## src/rtl/ssm_pkg.sv

```systemverilog
package ssm_pkg;
  typedef enum logic {
    ST_IDLE = 1'b0,
    ST_RUN  = 1'b1
  } ssm_state_e;

  function automatic int ssm_cnt_bits(input int w);
    return (w < 2) ? 1 : $clog2(w);
  endfunction
endpackage

```

## src/rtl/ssm_gate_add.sv

```systemverilog
module ssm_gate_add #(
  parameter int W = 5
) (
  input  logic [W-1:0] mcand_q,
  input  logic         mbit,
  input  logic [W-1:0] psum,
  output logic [W:0]   total
);
  logic [W-1:0] gated;

  for (genvar j = 0; j < W; j++) begin : g_gate
    assign gated[j] = mcand_q[j] & mbit;
  end

  assign total = {1'b0, psum} + {1'b0, gated};
endmodule

```

## src/rtl/ssm_ctrl.sv

```systemverilog
module ssm_ctrl
  import ssm_pkg::*;
#(
  parameter int W = 5
) (
  input  logic clk,
  input  logic rst_n,
  input  logic start,
  input  logic step,
  output logic busy,
  output logic done
);
  localparam int CW = ssm_cnt_bits(W);
  localparam logic [CW-1:0] LAST = CW'(W - 1);

  ssm_state_e       state;
  logic [CW-1:0]    cnt;

  assign busy = (state == ST_RUN);

  always_ff @(posedge clk or negedge rst_n) begin
    if (!rst_n) begin
      state <= ST_IDLE;
      cnt   <= '0;
      done  <= 1'b0;
    end else begin
      done <= 1'b0;
      if (start) begin
        state <= ST_RUN;
        cnt   <= '0;
      end else if (step) begin
        if (cnt == LAST) begin
          state <= ST_IDLE;
          cnt   <= '0;
          done  <= 1'b1;
        end else begin
          cnt <= cnt + 1'b1;
        end
      end
    end
  end

  // done lasts a single cycle
  a_r5_done_single: assert property (@(posedge clk) disable iff (!rst_n)
    done |=> !done);
  // the count never passes the last step
  a_r6_cnt_bound: assert property (@(posedge clk) disable iff (!rst_n)
    cnt <= LAST);
  // no step and no start keeps the count
  a_r6_cnt_hold: assert property (@(posedge clk) disable iff (!rst_n)
    (!start && !step) |=> $stable(cnt));
  // done follows only the final step
  a_r5_done_after_last: assert property (@(posedge clk) disable iff (!rst_n)
    $rose(done) |-> ($past(step) && !busy));
endmodule

```

## src/rtl/ssm_acc.sv

```systemverilog
module ssm_acc #(
  parameter int W = 5
) (
  input  logic         clk,
  input  logic         rst_n,
  input  logic         start,
  input  logic         step,
  input  logic [W-1:0] mcand,
  input  logic [W:0]   total,
  output logic [W-1:0] mcand_q,
  output logic [W-1:0] psum
);
  always_ff @(posedge clk or negedge rst_n) begin
    if (!rst_n) begin
      mcand_q <= '0;
      psum    <= '0;
    end else if (start) begin
      mcand_q <= mcand;
      psum    <= '0;
    end else if (step) begin
      psum <= total[W:1];
    end
  end

  // start leaves a zero running sum
  a_r1_clear: assert property (@(posedge clk) disable iff (!rst_n)
    start |=> (psum == '0));
  // latched multiplicand only moves on start
  a_r9_mcand_hold: assert property (@(posedge clk) disable iff (!rst_n)
    !start |=> $stable(mcand_q));
  // running sum frozen without a step
  a_r6_psum_hold: assert property (@(posedge clk) disable iff (!rst_n)
    (!start && !step) |=> $stable(psum));
endmodule

```

## src/rtl/serial_shift_mult.sv

```systemverilog
module serial_shift_mult #(
  parameter int W = 5
) (
  input  logic         clk,
  input  logic         rst_n,
  input  logic         start,
  input  logic [W-1:0] mcand,
  input  logic         mbit,
  input  logic         mbit_valid,
  output logic         mbit_ready,
  output logic         pbit,
  output logic         pbit_valid,
  input  logic         pbit_ready,
  output logic [W-1:0] prod_hi,
  output logic         done
);
  logic         busy;
  logic         step;
  logic [W-1:0] mcand_q;
  logic [W-1:0] psum;
  logic [W:0]   total;

  assign mbit_ready = busy & pbit_ready;
  assign pbit_valid = busy & mbit_valid;
  assign step       = mbit_ready & mbit_valid & !start;
  assign pbit       = total[0];
  assign prod_hi    = psum;

  ssm_ctrl #(.W(W)) u_ctrl (
    .clk   (clk),
    .rst_n (rst_n),
    .start (start),
    .step  (step),
    .busy  (busy),
    .done  (done)
  );

  ssm_gate_add #(.W(W)) u_add (
    .mcand_q (mcand_q),
    .mbit    (mbit),
    .psum    (psum),
    .total   (total)
  );

  ssm_acc #(.W(W)) u_acc (
    .clk     (clk),
    .rst_n   (rst_n),
    .start   (start),
    .step    (step),
    .mcand   (mcand),
    .total   (total),
    .mcand_q (mcand_q),
    .psum    (psum)
  );

  // the two handshakes complete together
  a_r2_paired: assert property (@(posedge clk) disable iff (!rst_n)
    (mbit_valid && mbit_ready) |-> (pbit_valid && pbit_ready));
  // nothing offered while idle
  a_r2_idle_quiet: assert property (@(posedge clk) disable iff (!rst_n)
    !busy |-> (!mbit_ready && !pbit_valid));
  // a zero multiplier bit passes the running sum's low bit straight out
  a_r3_zero_bit: assert property (@(posedge clk) disable iff (!rst_n)
    (pbit_valid && !mbit) |-> (pbit == prod_hi[0]));
  // upper half held across idle cycles after done
  a_r5_hold_idle: assert property (@(posedge clk) disable iff (!rst_n)
    (!busy && !start) |=> $stable(prod_hi));
endmodule

```

## config.mk

```make
export PLATFORM = sky130hd
export DESIGN_NAME = serial_shift_mult
export DESIGN_NICKNAME = d
export VERILOG_FILES = /design/src/rtl/ssm_pkg.sv /design/src/rtl/ssm_gate_add.sv /design/src/rtl/ssm_ctrl.sv /design/src/rtl/ssm_acc.sv /design/src/rtl/serial_shift_mult.sv
export SDC_FILE = /design/constraint.sdc
export NUM_CORES = 1
export LEC_CHECK = 0
export ABC_AREA = 1
export ABC_CLOCK_PERIOD_IN_PS = 1500
export BUFFER_PORTS_ARGS = -buffer_cell sky130_fd_sc_hd__buf_2
export CAP_MARGIN = 0
export CELL_PAD_IN_SITES_DETAIL_PLACEMENT = 2
export CELL_PAD_IN_SITES_GLOBAL_PLACEMENT = 2
export CORE_ASPECT_RATIO = 1.25
export CORE_MARGIN = 2
export CORE_UTILIZATION = 25
export DETAILED_ROUTE_END_ITERATION = 16
export HOLD_SLACK_MARGIN = 0.08
export PLACE_DENSITY_LB_ADDON = 0.2
export SYNTH_ARGS = -nofsm -noshare
export SYNTH_HDL_FRONTEND = slang
export SYNTH_SLANG_ARGS = --single-unit
export TNS_END_PERCENT = 50
```

## constraint.sdc

```tcl
create_clock -name clk -period 1.5 [get_ports clk]
set_input_delay 0.225 -clock clk [delete_from_list [all_inputs] [get_ports clk]]
set_output_delay 0.225 -clock clk [all_outputs]
set_load 0.01 [all_outputs]
```

Yosys cells after proc, flatten, opt, wreduce, memory -nomap -nowiden
Index checks and enable logic that the tools add are counted.
{ "word_totals": {"latch_bits": 0, "inputBits": 11, "output_inout_bits": 9, "mem_bits_rw": 0, "mem_bits_ro": 0, "n_memories": 0, "elab_cells": 32, "register_bits": 15} }
{ "op_classes": {"magnitude_cmp": 0, "addsub": 2, "n_eq_ne": 1, "n_shift": 0, "n_mul": 0, "mux": 11, "n_reduce_logical": 4, "bitwise": 9, "n_div": 0} }
{ "ops": {"columns": ["op", "n"], "rows": [
  ["$mux W5", 2],
  ["$and A1 B1 Y1", 9],
  ["$mux W3", 3],
  ["$add A5 B5 Y6", 1],
  ["$mux W1", 6],
  ["$reduce_bool A2 Y1", 2],
  ["$add A3 B1 Y3 const B", 1],
  ["$eq A3 B3 Y1 const B", 1],
  ["$reduce_and A2 Y1", 1],
  ["$logic_not A1 Y1", 1]
]} }

Depth between registers and ports, before layout
{ "depth": {"word_depth": 5, "depth_mapped": 10, "mapped_depth_nobuf": 10} }

Modules after synthesis
A second synthesis with hierarchy kept.
{ "unflattened": {"hier_cells": 121, "hier_area_um2": 898.4} }
{ "modules_own_cells": {"columns": ["mod", "area_each_um2", "n_inst", "seq_area_each_um2", "cells_each"], "rows": [
  ["ssm_acc", 376.6, 1, 250.2, 42],
  ["ssm_ctrl", 249.0, 1, 125.1, 27],
  ["ssm_gate_add", 246.5, 1, 0.0, 45],
  ["serial_shift_mult", 26.3, 1, 0.0, 7]
]} }

Worst setup path before layout
No wires, ideal clock.
{ "synth_timing": {"path_type": "register -> register", "startpoint": "register u_acc.psum[0]", "endpoint": "register u_acc.psum[3]", "period_less_slack_ns": 1.492, "t_arrival_ns": 1.375, "setup_time_ns": 0.117, "required_time_ns": 1.383, "stages_incl_launch_ff": 9, "path_slack_ns": 0.008, "n_path_buf": 0, "path_cell_list": "dfrtp_1 > ha_1 > fa_1 > nand2_1 > nand2_1 > nand2_1 > nand2_1 > nand3_1 > nand2_1"} }
{ "synth_via": {"elab_chain_cells": 3} }
{ "synth_rtl": {"columns": ["item", "line_no", "rtl"], "rows": [
  ["start: declaration", "ssm_acc.sv:11", "output logic [W-1:0] psum"],
  ["start signal: assignment", "ssm_acc.sv:21", "psum <= total[W:1];"],
  ["$add A5 B5 Y6", "ssm_gate_add.sv:15", "assign total = {1'b0, psum} + {1'b0, gated};"],
  ["$mux W5", "ssm_acc.sv:20", "end else if (step) begin"],
  ["$mux W5", "ssm_acc.sv:17", "end else if (start) begin"]
]} }
No other way between the ends. The select of a mux whose other input is x is not followed.
A chain may end at the register's enable or synchronous reset.

Worst setup path in the final report
{ "layout_timing": {"startpoint": "register u_acc.mcand_q[0]", "endpoint": "register u_acc.psum[3]"} }
{ "layout_via": {"elab_chain_cells": 4} }
{ "layout_rtl": {"columns": ["item", "line_no", "rtl"], "rows": [
  ["start: declaration", "ssm_acc.sv:10", "output logic [W-1:0] mcand_q,"],
  ["start signal: assignment", "ssm_acc.sv:18", "mcand_q <= mcand;"],
  ["$and A1 B1 Y1", "ssm_gate_add.sv:12", "assign gated[j] = mcand_q[j] & mbit;"],
  ["$add A5 B5 Y6", "ssm_gate_add.sv:15", null],
  ["$mux W5", "ssm_acc.sv:20", null],
  ["$mux W5", "ssm_acc.sv:17", null]
]} }
No other way between the ends. The select of a mux whose other input is x is not followed.

==> impl_metrics.sql <==
INSERT INTO impl_metrics (metric_group, metric, value, unit) VALUES
('detailed_routing', 'detail_route.first_pass.iterations', '3', ''),
('detailed_routing', 'wirelength', '2459', 'µm'),
('cells_and_area', 'post_route_cells_drive_above_1_share', '33.10', '%'),
('floorplanning', 'rows', '24', ''),
('worst_setup_path', 'timing.critical_path.to', 'u_acc.psum[3]', ''),
('worst_setup_path', 'critical-path-slowest-cell', 'sky130_fd_sc_hd__dfrtp_1', ''),
('cells_and_area', 'register_area', '375.4', 'µm²'),
('timing', 'timing.final.crit_period', '1513', 'ps'),
('detailed_routing', 'ant_nets', '0', ''),
('pwr', 'power.density', '795.6', 'nW/µm²'),
('worst_setup_path', 'crit_type', 'flop to flop', ''),
('floorplanning', 'die_w', '57.84', 'µm'),
('pwr', 'clock_power_share', '35.3', '%'),
('clocking', 'h-tree-depth', '1', ''),
('placed_design', 'gpl.final_weighted_congestion', '0.7455', ''),
('pwr', 'p_int', '0.6858', 'mW'),
('placed_design', 'placed_cells', '174', ''),
('timing', 'setup_viol', '1', ''),
('clocking', 'cts.reportedPaths.clkPinSlew', '70', 'ps'),
('cells_and_area', 'antennaDiodeCount', '0', ''),
('worst_setup_path', 'worst_r2r_path_depth', '10', ''),
('logic_synthesis', 'ys_ff_latch', '15', ''),
('global_route', 'globalRoute.totalOverflow', '0', ''),
('logic_synthesis', 'main_flop_type_after_synthesis', 'sky130_fd_sc_hd__dfrtp_1', ''),
('detailed_routing', 'detailedRoute.firstIterationViolations', '13', ''),
('timing', 'maxSlewHeadroom', '75.51', '%'),
('pwr', 'total_power', '0.9497', 'mW'),
('logic_synthesis', 'library_cells_used_by_synthesis', '20', ''),
('logic_synthesis', 'portion_of_the_post_synthesis_area_used_by_sequential_elements', '41.44', '%'),
('worst_setup_path', 'startpoint', 'u_acc.mcand_q[0]', ''),
('worst_setup_path', 'cp_data_required_time', '1640', 'ps'),
('worst_setup_path', 'crit_arrival', '1650', 'ps'),
('clocking', 'cts_root_buf', 'sky130_fd_sc_hd__clkbuf_8', ''),
('timing', 'timing_max_transition_violations_final', '0', ''),
('floorplanning', 'io_count', '20', ''),
('global_route', 'antenna_found_initial', '0', ''),
('logic_synthesis', 'postSynth.asyncResetShare', '100.0', '%'),
('cells_and_area', 'area_growth', '31.77', '%'),
('worst_setup_path', 'path_max_fanout', '2', ''),
('pwr', 'netSwitchingFraction', '27.78', '%'),
('pwr', 'ir_drop_worst_vdd', '0.4046', 'mV'),
('worst_setup_path', 'max_stage_delay', '380', 'ps'),
('logic_synthesis', 'edff_count_synth', '0', ''),
('detailed_routing', 'met1_wire_length', '947', 'µm'),
('status', 'run_status', 'finished, violations left', ''),
('detailed_routing', 'top_signal_layer_used', 'met4', ''),
('logic_synthesis', 'synth.most_common_cell', 'sky130_fd_sc_hd__nand2_1', ''),
('detailed_routing', 'avgViaCountPerCell', '4.503', ''),
('logic_synthesis', 'synth-warning-count', '0', ''),
('worst_setup_path', 'cell_by_cell_trace_of_the_critical_path', 'nand2_1 -> inv_2 -> ha_4 -> fa_2 -> nand2_4 -> nand2_4 -> nand2_2 -> nand2_2 -> nand3_2 -> nand2_1', ''),
('detailed_routing', 'drc', '0', ''),
('logic_synthesis', 'top_cells_by_area_in_the_synthesized_netlist', 'sky130_fd_sc_hd__dfrtp_1, sky130_fd_sc_hd__nand2_1, sky130_fd_sc_hd__ha_1', ''),
('cells_and_area', 'filler_cell_count_in_the_final_layout', '423', ''),
('hold_path', 'worst_hold_check_path_type', 'input pin to flop', ''),
('timing', 'hold_viol', '0', ''),
('placed_design', 'place_worst_setup_slack', '-98.67', 'ps'),
('detailed_routing', 'route.met2.wl', '1419', 'µm'),
('timing', 'finalWorstSetupSlack', '-12.60', 'ps'),
('status', 'failed_checks', 'negative setup slack', ''),
('detailed_routing', 'vias', '815', ''),
('job', 'maxCapViolCount', '0', ''),
('clocking', 'tritoncts_num_sinks', '15', ''),
('global_route', 'vias_in_the_first_global_route', '902', ''),
('detailed_routing', 'avgRoutedWirePerCell', '13.59', 'µm'),
('floorplanning', 'die-height', '71.30', 'µm'),
('clocking', 'numCtsBuffers', '3', ''),
('timing', 'max_clock_freq', '0.6611', 'GHz'),
('timing', 'final_hold_slack', '172.0', 'ps'),
('clocking', 'clk_latency', '250', 'ps'),
('cells_and_area', 'finalNonFillerCells', '181', ''),
('logic_synthesis', 'synth_largest_area_cell', 'sky130_fd_sc_hd__dfrtp_1', '');
[metal layers]
metal | vias to the layer above | GRT usage (%)
met5 | - | 0
met4 | 0 | 4.651
met3 | 2 | 1.625
met2 | 14 | 25.13
met1 | 393 | 14.98
li1 | 406 | -
[metrics by stage]
stage	util, %	TNS (ps)	cell area (µm²)
after floorplan	-	0	905.9
after global placement	30.68	-4.189	1069
after detailed placement	30.68	-126.3	1069
after CTS	33.05	0	1151
after global routing	34.27	-117.6	1194
final	34.27	-12.60	1194
[critical path, delay by kind of cell (launching register included)]
family / cells / cell delay [ps]
buffers and inverters: 1 / 50
AND/OR/NAND/NOR: 7 / 460
adder cells (fa/ha/maj): 2 / 510
flip-flops: 1 / 380
[cell usage in the layout (no fill, tap or decap), drive strengths merged, types with 2 or more instances in the layout]
cell type  Yosys  final
nor2           5      5
inv           16     16
a21oi          2      2
clkbuf         0      4
o21ai          4      4
nand2         49     49
nand4          2      2
nand3          8      8
buf            1     25
ha             7      7
dfrtp         15     15
[power by group through the flow]
| stage | clock network [mW] | logic (mW) | registers [mW] |
|---|---|---|---|
| 2_1_floorplan | 0 | 0.0923 | 0.448 |
| 3_3_place_gp | 0 | 0.150 | 0.449 |
| 3_5_place_dp | 0 | 0.158 | 0.450 |
| 4_1_cts | 0.352 | 0.164 | 0.443 |
| 5_1_grt | 0.363 | 0.198 | 0.446 |
| 6_report | 0.335 | 0.171 | 0.443 |
[cell families after synthesis]
kind of cell / synth area share, %
and+or+nand+nor: 33.43
buffers and inverters: 8.149
adders and majority gates: 11.88
AOI/OAI and AO/OA: 4.144
DFF: 41.44
xor gates and xnor gates: 0.9670
[flip-flops by register name, indices dropped and copies added (netlist names)]
register	flops
u_acc.mcand_q	5
u_acc.psum	5
u_ctrl.cnt	3
u_ctrl.busy	1
u_ctrl.done	1
[area by class of cell]
class | instances | area share, %
Clock buffer | 4 | 3.774
Inverter | 16 | 5.241
Multi-Input combinational cell | 81 | 42.87
Sequential cell | 15 | 31.45
Tap cell | 39 | 4.088
Timing Repair Buffer | 26 | 12.58
[what timing repair did]
item                                    CTS  global route
pin swaps                                 4             3
gates resized for setup                   6             8
setup buffers                             1             1
endpoints found under the setup margin    2             4
hold buffers                              1             0
endpoints found under the hold margin    15             0
[how the worst min path moves through the flow]
stage          startpoint          endpoint  slack [ps]  cells after the start
4_1_cts          mcand[0]  u_acc.mcand_q[0]         170                      3
5_1_grt          mcand[4]  u_acc.mcand_q[4]         190                      3
2_1_floorplan       rst_n  u_acc.mcand_q[0]         -70                      0
3_5_place_dp        rst_n  u_acc.mcand_q[1]         170                      1
3_3_place_gp        rst_n  u_acc.mcand_q[1]         150                      1
6_report         mcand[2]  u_acc.mcand_q[2]         170                      3
Note: power is estimated with default switching activity, not from simulation.
